## config.mk

```make
export PLATFORM = sky130hd
export DESIGN_NAME = twin_pred_stepper
export DESIGN_NICKNAME = d
export VERILOG_FILES = /design/src/rtl/tp_pkg.sv /design/src/rtl/tp_lowest_set.sv /design/src/rtl/tp_sext.sv /design/src/rtl/twin_pred_stepper.sv
export SDC_FILE = /design/constraint.sdc
export NUM_CORES = 1
export LEC_CHECK = 0
export ABC_CLOCK_PERIOD_IN_PS = 5950
export CAP_MARGIN = 20
export CORE_UTILIZATION = 54
export DETAILED_ROUTE_END_ITERATION = 8
export PLACE_DENSITY = 0.87
export SLEW_MARGIN = 5
export SYNTH_ARGS = -nofsm -noshare
export SYNTH_HDL_FRONTEND = slang
export SYNTH_SLANG_ARGS = --single-unit
```

## constraint.sdc

```tcl
create_clock -name clk -period 5.95 [get_ports clk]
set_clock_uncertainty 0.1 [all_clocks]
set_input_delay 1.4875 -clock clk [delete_from_list [all_inputs] [get_ports clk]]
set_output_delay 1.4875 -clock clk [all_outputs]
set_load 0.05 [all_outputs]
```

## src/rtl/tp_pkg.sv

```systemverilog
package tp_pkg;
    localparam int XLEN   = 64;
    localparam int NREG   = 32;
    localparam int REGW   = $clog2(NREG);
    localparam int VLW    = $clog2(XLEN + 1);
    localparam int IDXW   = $clog2(XLEN);
    localparam int BYTE_W = 8;

    typedef logic [XLEN-1:0] elem_t;
    typedef logic [REGW-1:0] regnum_t;
endpackage

```

## src/rtl/tp_lowest_set.sv

```systemverilog
module tp_lowest_set #(
    parameter int W  = 64,
    parameter int IW = $clog2(W)
) (
    input  logic [W-1:0]  vec,
    output logic          found,
    output logic [IW-1:0] idx
);
    always_comb begin
        idx = '0;
        for (int i = W - 1; i >= 0; i--) begin
            if (vec[i]) idx = IW'(i);
        end
    end
    assign found = |vec;
endmodule

```

## src/rtl/tp_sext.sv

```systemverilog
module tp_sext #(
    parameter int IN_W  = 8,
    parameter int OUT_W = 64
) (
    input  logic [IN_W-1:0]  din,
    output logic [OUT_W-1:0] dout
);
    assign dout = {{(OUT_W - IN_W){din[IN_W-1]}}, din};
endmodule

```

## src/rtl/twin_pred_stepper.sv

```systemverilog
module twin_pred_stepper
    import tp_pkg::*;
#(
    parameter int EW  = XLEN,
    parameter int NR  = NREG,
    parameter int OPW = BYTE_W
) (
    input  logic                    clk,
    input  logic                    rst_n,
    input  logic                    start,
    input  logic [$clog2(EW+1)-1:0] vl,
    input  logic [EW-1:0]           src_mask,
    input  logic                    src_inv,
    input  logic [EW-1:0]           dst_mask,
    input  logic                    dst_inv,
    input  logic [$clog2(NR)-1:0]   src_base,
    input  logic [$clog2(NR)-1:0]   dst_base,
    output logic [$clog2(NR)-1:0]   rd_addr,
    input  logic [EW-1:0]           rd_data,
    output logic                    wr_en,
    output logic [$clog2(NR)-1:0]   wr_addr,
    output logic [EW-1:0]           wr_data,
    output logic                    busy,
    output logic                    done
);
    localparam int LVW = $clog2(EW + 1);
    localparam int LIW = $clog2(EW);
    localparam int LRW = $clog2(NR);

    typedef struct packed {
        logic           busy;
        logic [EW-1:0]  src_m;
        logic [EW-1:0]  dst_m;
        logic [LRW-1:0] src_base;
        logic [LRW-1:0] dst_base;
        logic [LVW-1:0] vl;
        logic           wr_en;
        logic [LRW-1:0] wr_addr;
        logic [EW-1:0]  wr_data;
        logic           done;
    } state_t;

    state_t st_d, st_q;

    // VL window: bits at or beyond VL never become active
    logic [EW-1:0] vl_win;
    always_comb begin
        for (int i = 0; i < EW; i++) begin
            vl_win[i] = (LVW'(i) < vl);
        end
    end

    // next active element of each stream
    logic           s_found, d_found;
    logic [LIW-1:0] s_idx, d_idx;

    tp_lowest_set #(.W(EW), .IW(LIW)) u_src_pick (
        .vec(st_q.src_m), .found(s_found), .idx(s_idx)
    );
    tp_lowest_set #(.W(EW), .IW(LIW)) u_dst_pick (
        .vec(st_q.dst_m), .found(d_found), .idx(d_idx)
    );

    logic [EW-1:0] ext_val;
    tp_sext #(.IN_W(OPW), .OUT_W(EW)) u_ext (
        .din(rd_data[OPW-1:0]), .dout(ext_val)
    );

    logic pair_ok;
    assign pair_ok = st_q.busy && s_found && d_found;
    assign rd_addr = st_q.src_base + LRW'(s_idx);

    always_comb begin
        st_d       = st_q;
        st_d.wr_en = 1'b0;
        st_d.done  = 1'b0;
        if (!st_q.busy) begin
            if (start) begin
                st_d.busy     = 1'b1;
                st_d.src_m    = (src_mask ^ {EW{src_inv}}) & vl_win;
                st_d.dst_m    = (dst_mask ^ {EW{dst_inv}}) & vl_win;
                st_d.src_base = src_base;
                st_d.dst_base = dst_base;
                st_d.vl       = vl;
            end
        end else if (pair_ok) begin
            st_d.wr_en   = 1'b1;
            st_d.wr_addr = st_q.dst_base + LRW'(d_idx);
            st_d.wr_data = ext_val;
            st_d.src_m   = st_q.src_m & (st_q.src_m - 1'b1);
            st_d.dst_m   = st_q.dst_m & (st_q.dst_m - 1'b1);
        end else begin
            st_d.busy = 1'b0;
            st_d.done = 1'b1;
        end
    end

    always_ff @(posedge clk or negedge rst_n) begin
        if (!rst_n) st_q <= '0;
        else        st_q <= st_d;
    end

    assign wr_en   = st_q.wr_en;
    assign wr_addr = st_q.wr_addr;
    assign wr_data = st_q.wr_data;
    assign busy    = st_q.busy;
    assign done    = st_q.done;

    // done lasts exactly one cycle
    a_r10_done_pulse: assert property (@(posedge clk) disable iff (!rst_n)
        done |=> !done);
    // every write comes from a cycle that was busy
    a_r9_write_in_run: assert property (@(posedge clk) disable iff (!rst_n)
        wr_en |-> $past(busy));
    // done never coincides with a write
    a_r10_done_after_writes: assert property (@(posedge clk) disable iff (!rst_n)
        !(wr_en && done));
    // a pair is only formed from positions below the latched VL
    a_r8_pair_below_vl: assert property (@(posedge clk) disable iff (!rst_n)
        pair_ok |-> (LVW'(s_idx) < st_q.vl && LVW'(d_idx) < st_q.vl));
    // a run begins only from a start request
    a_r2_start_begins: assert property (@(posedge clk) disable iff (!rst_n)
        $rose(busy) |-> $past(start));
    // busy falls together with the done pulse
    a_r10_busy_falls: assert property (@(posedge clk) disable iff (!rst_n)
        $fell(busy) |-> done);
endmodule

```

==> results of run 1 <==
## state kept, by name, indices dropped and copies added (netlist names)
name     cells
wr_addr      5
wr_en        1
busy         1
wr_data      8
done         1
st_q       138
## final cells by class
class	instances	area, um2
flip-flops and latches	154	3855
clock inverters	13	170.2
repair buffers	255	2489
fillers	1710	6476
multi-input cells	1026	6265
well taps	270	337.8
clock buffers	18	429.2
inverters	56	212.7
## stage by stage
step | setup slack, ps | utilization (%) | total power [mW]
floorplan | 1055 | - | 3.848
global placement | 384.0 | 65.03 | 4.691
detailed placement | 356.0 | 65.03 | 4.735
CTS | 169.1 | 67.99 | 5.863
global route | 81.82 | 67.99 | 6.262
finish | 251.1 | 67.99 | 5.934
## worst max-delay path, cell delays in order, from the launching register on
cell	delay (ps)
dfrtp_1	470
or4_1	610
a211oi_1	280
o21ai_0	190
a31oi_1	290
o21ai_0	140
nand2_1	110
a21oi_1	80
ha_1	360
a21oi_1	190
xnor2_1	140
clkdlybuf4s50_1	820
## layer usage
layer | GRT usage (%) | up-vias | part of all wire [%]
met1 | 51.70 | 5425 | 40
met2 | 56.06 | 886 | 44
met5 | 0 | - | 0
met4 | 16.95 | 0 | 4.5
met3 | 6.238 | 147 | 11
li1 | - | 5162 | -
## kinds of logic (layout without fill, tap and decap cells)
kind of cell | after synthesis | after routing | share of synthesized area (%)
adders and majority gates | 10 | 10 | 1.261
xor gates and xnor gates | 136 | 136 | 10.72
and+or+nand+nor | 438 | 438 | 19.37
buffers and inverters | 191 | 342 | 8.983
DFF | 154 | 154 | 34.67
AOI/OAI and AO/OA | 442 | 442 | 24.99
## placed cells by master (no fill, tap or decap), types with 5 or more instances in the layout
cell,netlist,routed
dfrtp_1,154,153
o41ai_1,5,5
o41a_1,5,5
xor2_1,62,62
o22ai_1,25,25
clkinvlp_4,0,5
a21oi_1,98,98
o31ai_1,16,16
nand3_1,17,17
o21ai_1,5,5
or2_2,9,9
inv_1,54,54
a31oi_1,13,13
nor3_1,38,38
o221ai_1,8,8
a211oi_1,5,5
ha_1,8,8
a32o_1,5,5
clkbuf_16,0,17
nand2_1,154,154
nor4_1,46,46
o21bai_1,6,6
xnor2_1,74,74
o2bb2ai_1,8,8
nor2_1,99,99
nand2b_1,8,8
a21o_1,13,13
a22o_1,35,35
nand4_1,12,12
or3_1,9,9
buf_4,70,22
o21ai_0,157,157
or4_1,16,16
clkdlybuf4s50_1,0,230
## power by group through the flow
stage	registers, mW	logic [mW]	clock network [mW]
detailed placement	1.87	2.87	0
global placement	1.87	2.82	0
floorplan	1.68	2.17	0
finish	1.89	2.91	1.14
CTS	1.86	2.87	1.14
global route	1.94	3.14	1.18
## worst min path at each step
stage	end	slack, ps	start	cells past startpoint
global route	wr_data[6]	400	wr_data[6]	2
detailed placement	wr_addr[3]	370	wr_addr[3]	2
global placement	wr_data[0]	360	wr_data[0]	2
floorplan	wr_data[0]	350	wr_data[0]	2
finish	wr_data[6]	380	wr_data[6]	2
CTS	wr_addr[3]	380	wr_addr[3]	2
==> impl_metrics.toml, run 1 <==
[status]
status = "finished with violations"
violations = "design-rule violations"

[floorplanning]
fp.dieW_um = 145.5
fp.coreArea_mm2 = 0.02023
rows = 52
io_pins = 291
die_h_um = 145.5
die-area_mm2 = 0.02116
initial_utilization_pct = 54.93

[layout]
areaGrowthSynthToFinish_pct = 23.79
nNetsFinal = 1734
n_antenna_cell = 0
drive_above_1_share_pct = 5.519
design_area_mm2 = 0.01376
instances_no_fill = 1792

[drt]
drtIter0Drc = 1709
drc = 1
wl_per_cell_um = 21.51
first_pass_iters = 8
routed_wl_mm = 38.55
drtAntennaViolNets = 0
viasPerCell = 6.484
route.vias.total = 11620

[hold_path]
worstHoldPathType = "register to register"

[setup_path]
cp_max_fo = 8
r2r_slack_ps = 1620
reg2reg_to = "st_q[112]"
critPathRequiredTime_ps = 4360
cp-end-kind = "output pin"
worstSetupPathType = "register to output pin"
cp.arrival_ps = 4110
crit_path_start_kind = "register"
cp-startpoint = "st_q[197]"
crit_path_end = "rd_addr[3]"
reg2reg_depth = 9
r2r-start = "st_q[163]"

[synth]
synth-main-ff-cell = "dfrtp_1"
synthTopCellsByArea = "dfrtp_1, o21ai_0, xnor2_1"
syn_area_mm2 = 0.01111
synthArstFlopShare_pct = 100.0
syn_area_per_cell_um2 = 8.107
synth_common_cells = "o21ai_0, dfrtp_1, nand2_1, nor2_1, a21oi_1"
yosysMostFrequentCell = "o21ai_0"
yosysSeqAreaShare_pct = 34.67
yosysTopAreaCellShare_pct = 34.67
synth_top_area_cell = "dfrtp_1"
synthCells = 1371
synth_fp_nets = 1595
synth_edf_count = 0
ys_seq_elements = 154
yosys_warnings = 0
synth_cell_types = 71

[power]
power_density_mw_per_mm2 = 431.3
swShare_pct = 46.30
p_leak_nw = 5.534
p_int_mw = 3.186
power.switching_mw = 2.748
p_clk_share_pct = 19.1
vdd_drop_max_uv = 405.5
p_seq_share_pct = 31.8
combPwrFrac_pct = 49.1

[sta]
rsz0062_at_grt = "false"
slew_headroom_pct = 32.63
final.setup.tns_ps = 0
post-route-period-util_pct = 95.78
tightest_slew_ps = 1011
hold_ws_ps = 378.3
hold_viol = 0
period_minus_slack_ps = 5699
maxSlewViolCount = 0
fmax_mhz = 175.5
finalSetupViolCount = 0

[job]
drv_cap = 0

[placed_design]
dpl_cell_area_mm2 = 0.01316
hpwl_mm = 29.34
portBuffers = 234
place_congestion = 0.9780
dpl.cell_count = 1760

[cts]
clockRootBuffer = "clkbuf_16"
cts-buffers-inserted = 17
h-tree-depth = 4
ctsHoldBuffers = 0
numClockSinks = 154
clk_pin_slew_ps = 60
cts_resized = 1
worstSkewPairLatency_ps = 440
cts_setup_buffers = 0
cts_tree = "built"
clk_path_buf_depth = 2

[global_route]
grt_pass1_vias = 10790
grt_max_degree = 84
antenna_found_initial = 0
grt_pass1_wl_mm = 60.54
grtUsageTotal_pct = 36.93
overflow = 0
No activity file was read; power rests on OpenSTA's default activity.
==> run 2, diff against run 1 <==
--- a/config.mk
+++ b/config.mk
@@ -9,6 +9,7 @@
 export CAP_MARGIN = 20
 export CORE_UTILIZATION = 54
 export DETAILED_ROUTE_END_ITERATION = 8
+export HOLD_SLACK_MARGIN = 0.02
 export PLACE_DENSITY = 0.87
 export SLEW_MARGIN = 5
 export SYNTH_ARGS = -nofsm -noshare
==> results of run 2 <==
No change in the layout: final DEF, timing and power equal those of run 1.
==> run 3, diff against run 2 <==
--- a/config.mk
+++ b/config.mk
@@ -7,10 +7,12 @@
 export LEC_CHECK = 0
 export ABC_CLOCK_PERIOD_IN_PS = 5950
 export CAP_MARGIN = 20
-export CORE_UTILIZATION = 54
+export CORE_UTILIZATION = 70
 export DETAILED_ROUTE_END_ITERATION = 8
+export DONT_BUFFER_PORTS = 1
+export GPL_TIMING_DRIVEN = 0
 export HOLD_SLACK_MARGIN = 0.02
-export PLACE_DENSITY = 0.87
+export PLACE_DENSITY = 0.86
 export SLEW_MARGIN = 5
 export SYNTH_ARGS = -nofsm -noshare
 export SYNTH_HDL_FRONTEND = slang
==> run 3 against run 2 <==
  * The flow now finishes without violations
  * Combinational power down 3%
  * Core utilization up 10 points
  * Clock power about the same
  * Count of clock-buffer cells in the layout unchanged
  * Hold slack better by 0.59 ps
  * Non-clock buffer count down 119
  * Final cell count down 9.9%
  * Sequential power down 4%
  * Die area down 23%
  * Flip-flop and latch count unchanged
  * First-iteration DRC count up 25%
  * Wire length up 8.6%
  * Critical endpoint is now rd_addr[4]
==> impl_metrics.toml, run 3 (synthesized netlist as in run 1, its figures left out) <==
[setup_path]
cp_max_fo = 6
r2r_slack_ps = 1470
worstSetupPathType = "register to output pin"
cp.arrival_ps = 4310
crit_path_start_kind = "register"
cp-end-kind = "output pin"
critPathRequiredTime_ps = 4360

[sta]
period_minus_slack_ps = 5899
slew_headroom_pct = 22.50
final.setup.tns_ps = 0
finalSetupViolCount = 0
rsz0062_at_grt = "false"
hold_viol = 0
tightest_slew_ps = 1154
post-route-period-util_pct = 99.15
maxSlewViolCount = 0
fmax_mhz = 169.5

[drt]
routed_wl_mm = 41.86
wl_per_cell_um = 25.92
drc = 0
drtIter0Drc = 2138
drtAntennaViolNets = 0
first_pass_iters = 7
route.vias.total = 11760
viasPerCell = 7.279

[floorplanning]
die_h_um = 128.0
initial_utilization_pct = 72.31
fp.coreArea_mm2 = 0.01537
die-area_mm2 = 0.01639
fp.dieW_um = 128.0
io_pins = 291
rows = 45

[layout]
areaGrowthSynthToFinish_pct = 8.184
nNetsFinal = 1615
layout_common_cells = "o21ai_0, nand2_1, dfrtp_1"
layout_commonest_cell = "o21ai_0"
drive_above_1_share_pct = 9.829
largest_reg_flops = 138
fin_util_pct = 78.23
regMostFlops = "st_q"
n_antenna_cell = 0

[cts]
clk_pin_slew_ps = 70
worstSkewPairLatency_ps = 450
cts_tree = "built"
clk_path_buf_depth = 2
cts-buffers-inserted = 17
numClockSinks = 154
cts_setup_buffers = 0
clockRootBuffer = "clkbuf_16"
h-tree-depth = 4

[power]
combPwrFrac_pct = 48.7
vdd_drop_max_uv = 453.2
p_seq_share_pct = 31.4
p_clk_share_pct = 19.9
swShare_pct = 48.87
power_density_mw_per_mm2 = 481.2
power.switching_mw = 2.828
p_int_mw = 2.958
p_leak_nw = 4.994

[global_route]
grt_max_degree = 155
grt_pass1_wl_mm = 61.99
grt_pass1_vias = 10820
overflow = 0
grtUsageTotal_pct = 51.57
antenna_found_initial = 4

[placed_design]
place_congestion = 1.100
portBuffers = 0
hpwl_mm = 30.93

[status]
status = "completed"

[hold_path]
worstHoldPathType = "register to register"

[job]
drv_cap = 0
run 3: repair_timing:
action	in CTS	in global routing
endpoints found under the setup margin	1	0
hold buffers	0	0
resized for setup	1	0
run 3: stage by stage:
stage / cells / hold WS [ps] / total power, mW / worst slack (ps) / instance area [um2]
after CTS: 1615 / 379.9 / 5.635 / 269.2 / 12020
after detailed placement: 1583 / 363.8 / 4.466 / 436.1 / 11410
after global placement: 1582 / 359.4 / 4.401 / 476.0 / 11380
final: 1615 / 378.9 / 5.786 / 50.51 / 12020
after floorplan: 1371 / 346.9 / 3.848 / 1055 / 11110
after global routing: 1615 / 409.3 / 6.032 / 11.58 / 12020
run 3: per-layer routing:
metal	part of all wire, %	track usage (%)	vias to the layer above
met5	0.091	0	-
met4	7.5	32.25	6
met1	35	64.80	5320
met3	16	18.95	286
li1	-	-	4945
met2	41	75.38	1198
run 3: power by group through the flow:
stage	clock network (mW)	registers, mW	logic, mW
after floorplan	0	1.68	2.17
after global placement	0	1.79	2.61
after detailed placement	0	1.79	2.68
after CTS	1.13	1.78	2.72
after global routing	1.18	1.85	3.00
final	1.15	1.82	2.82
run 3: critical path, cell delays in order, from the launching register on:
cell and delay (ps):
dfrtp_1 470, nor4_1 820, a211oi_1 160, o21ai_0 320, a31oi_1 170, o21ai_0 220, nand2_1 80, a21oi_1 250
ha_1 320, a21o_1 200, a21oi_1 200, xnor2_1 120, xnor2_2 540
run 3: worst paths after layout:
| check | from | end | cells past startpoint |
|---|---|---|---|
| worst max-delay path | st_q[211] | rd_addr[4] | 12 |
| worst min-delay path | wr_data[5] | wr_data[5] | 2 |
| worst max register to register | st_q[140] | wr_addr[4] | 16 |
| worst min register to register | wr_data[5] | wr_data[5] | 2 |
| max in group asynchronous | rst_n | st_q[190] | 0 |
| min in group asynchronous | rst_n | st_q[97] | 0 |
run 3: final cells by class:
type | count | area (um2)
Multi-Input combinational cell | 1026 | 6270
Sequential cell | 154 | 3854
Fill cell | 1109 | 3347
Buffer | 135 | 785.8
Clock buffer | 18 | 429.2
Tap cell | 211 | 264.0
Inverter | 56 | 212.7
Clock inverter | 14 | 181.4
Timing Repair Buffer | 1 | 27.53
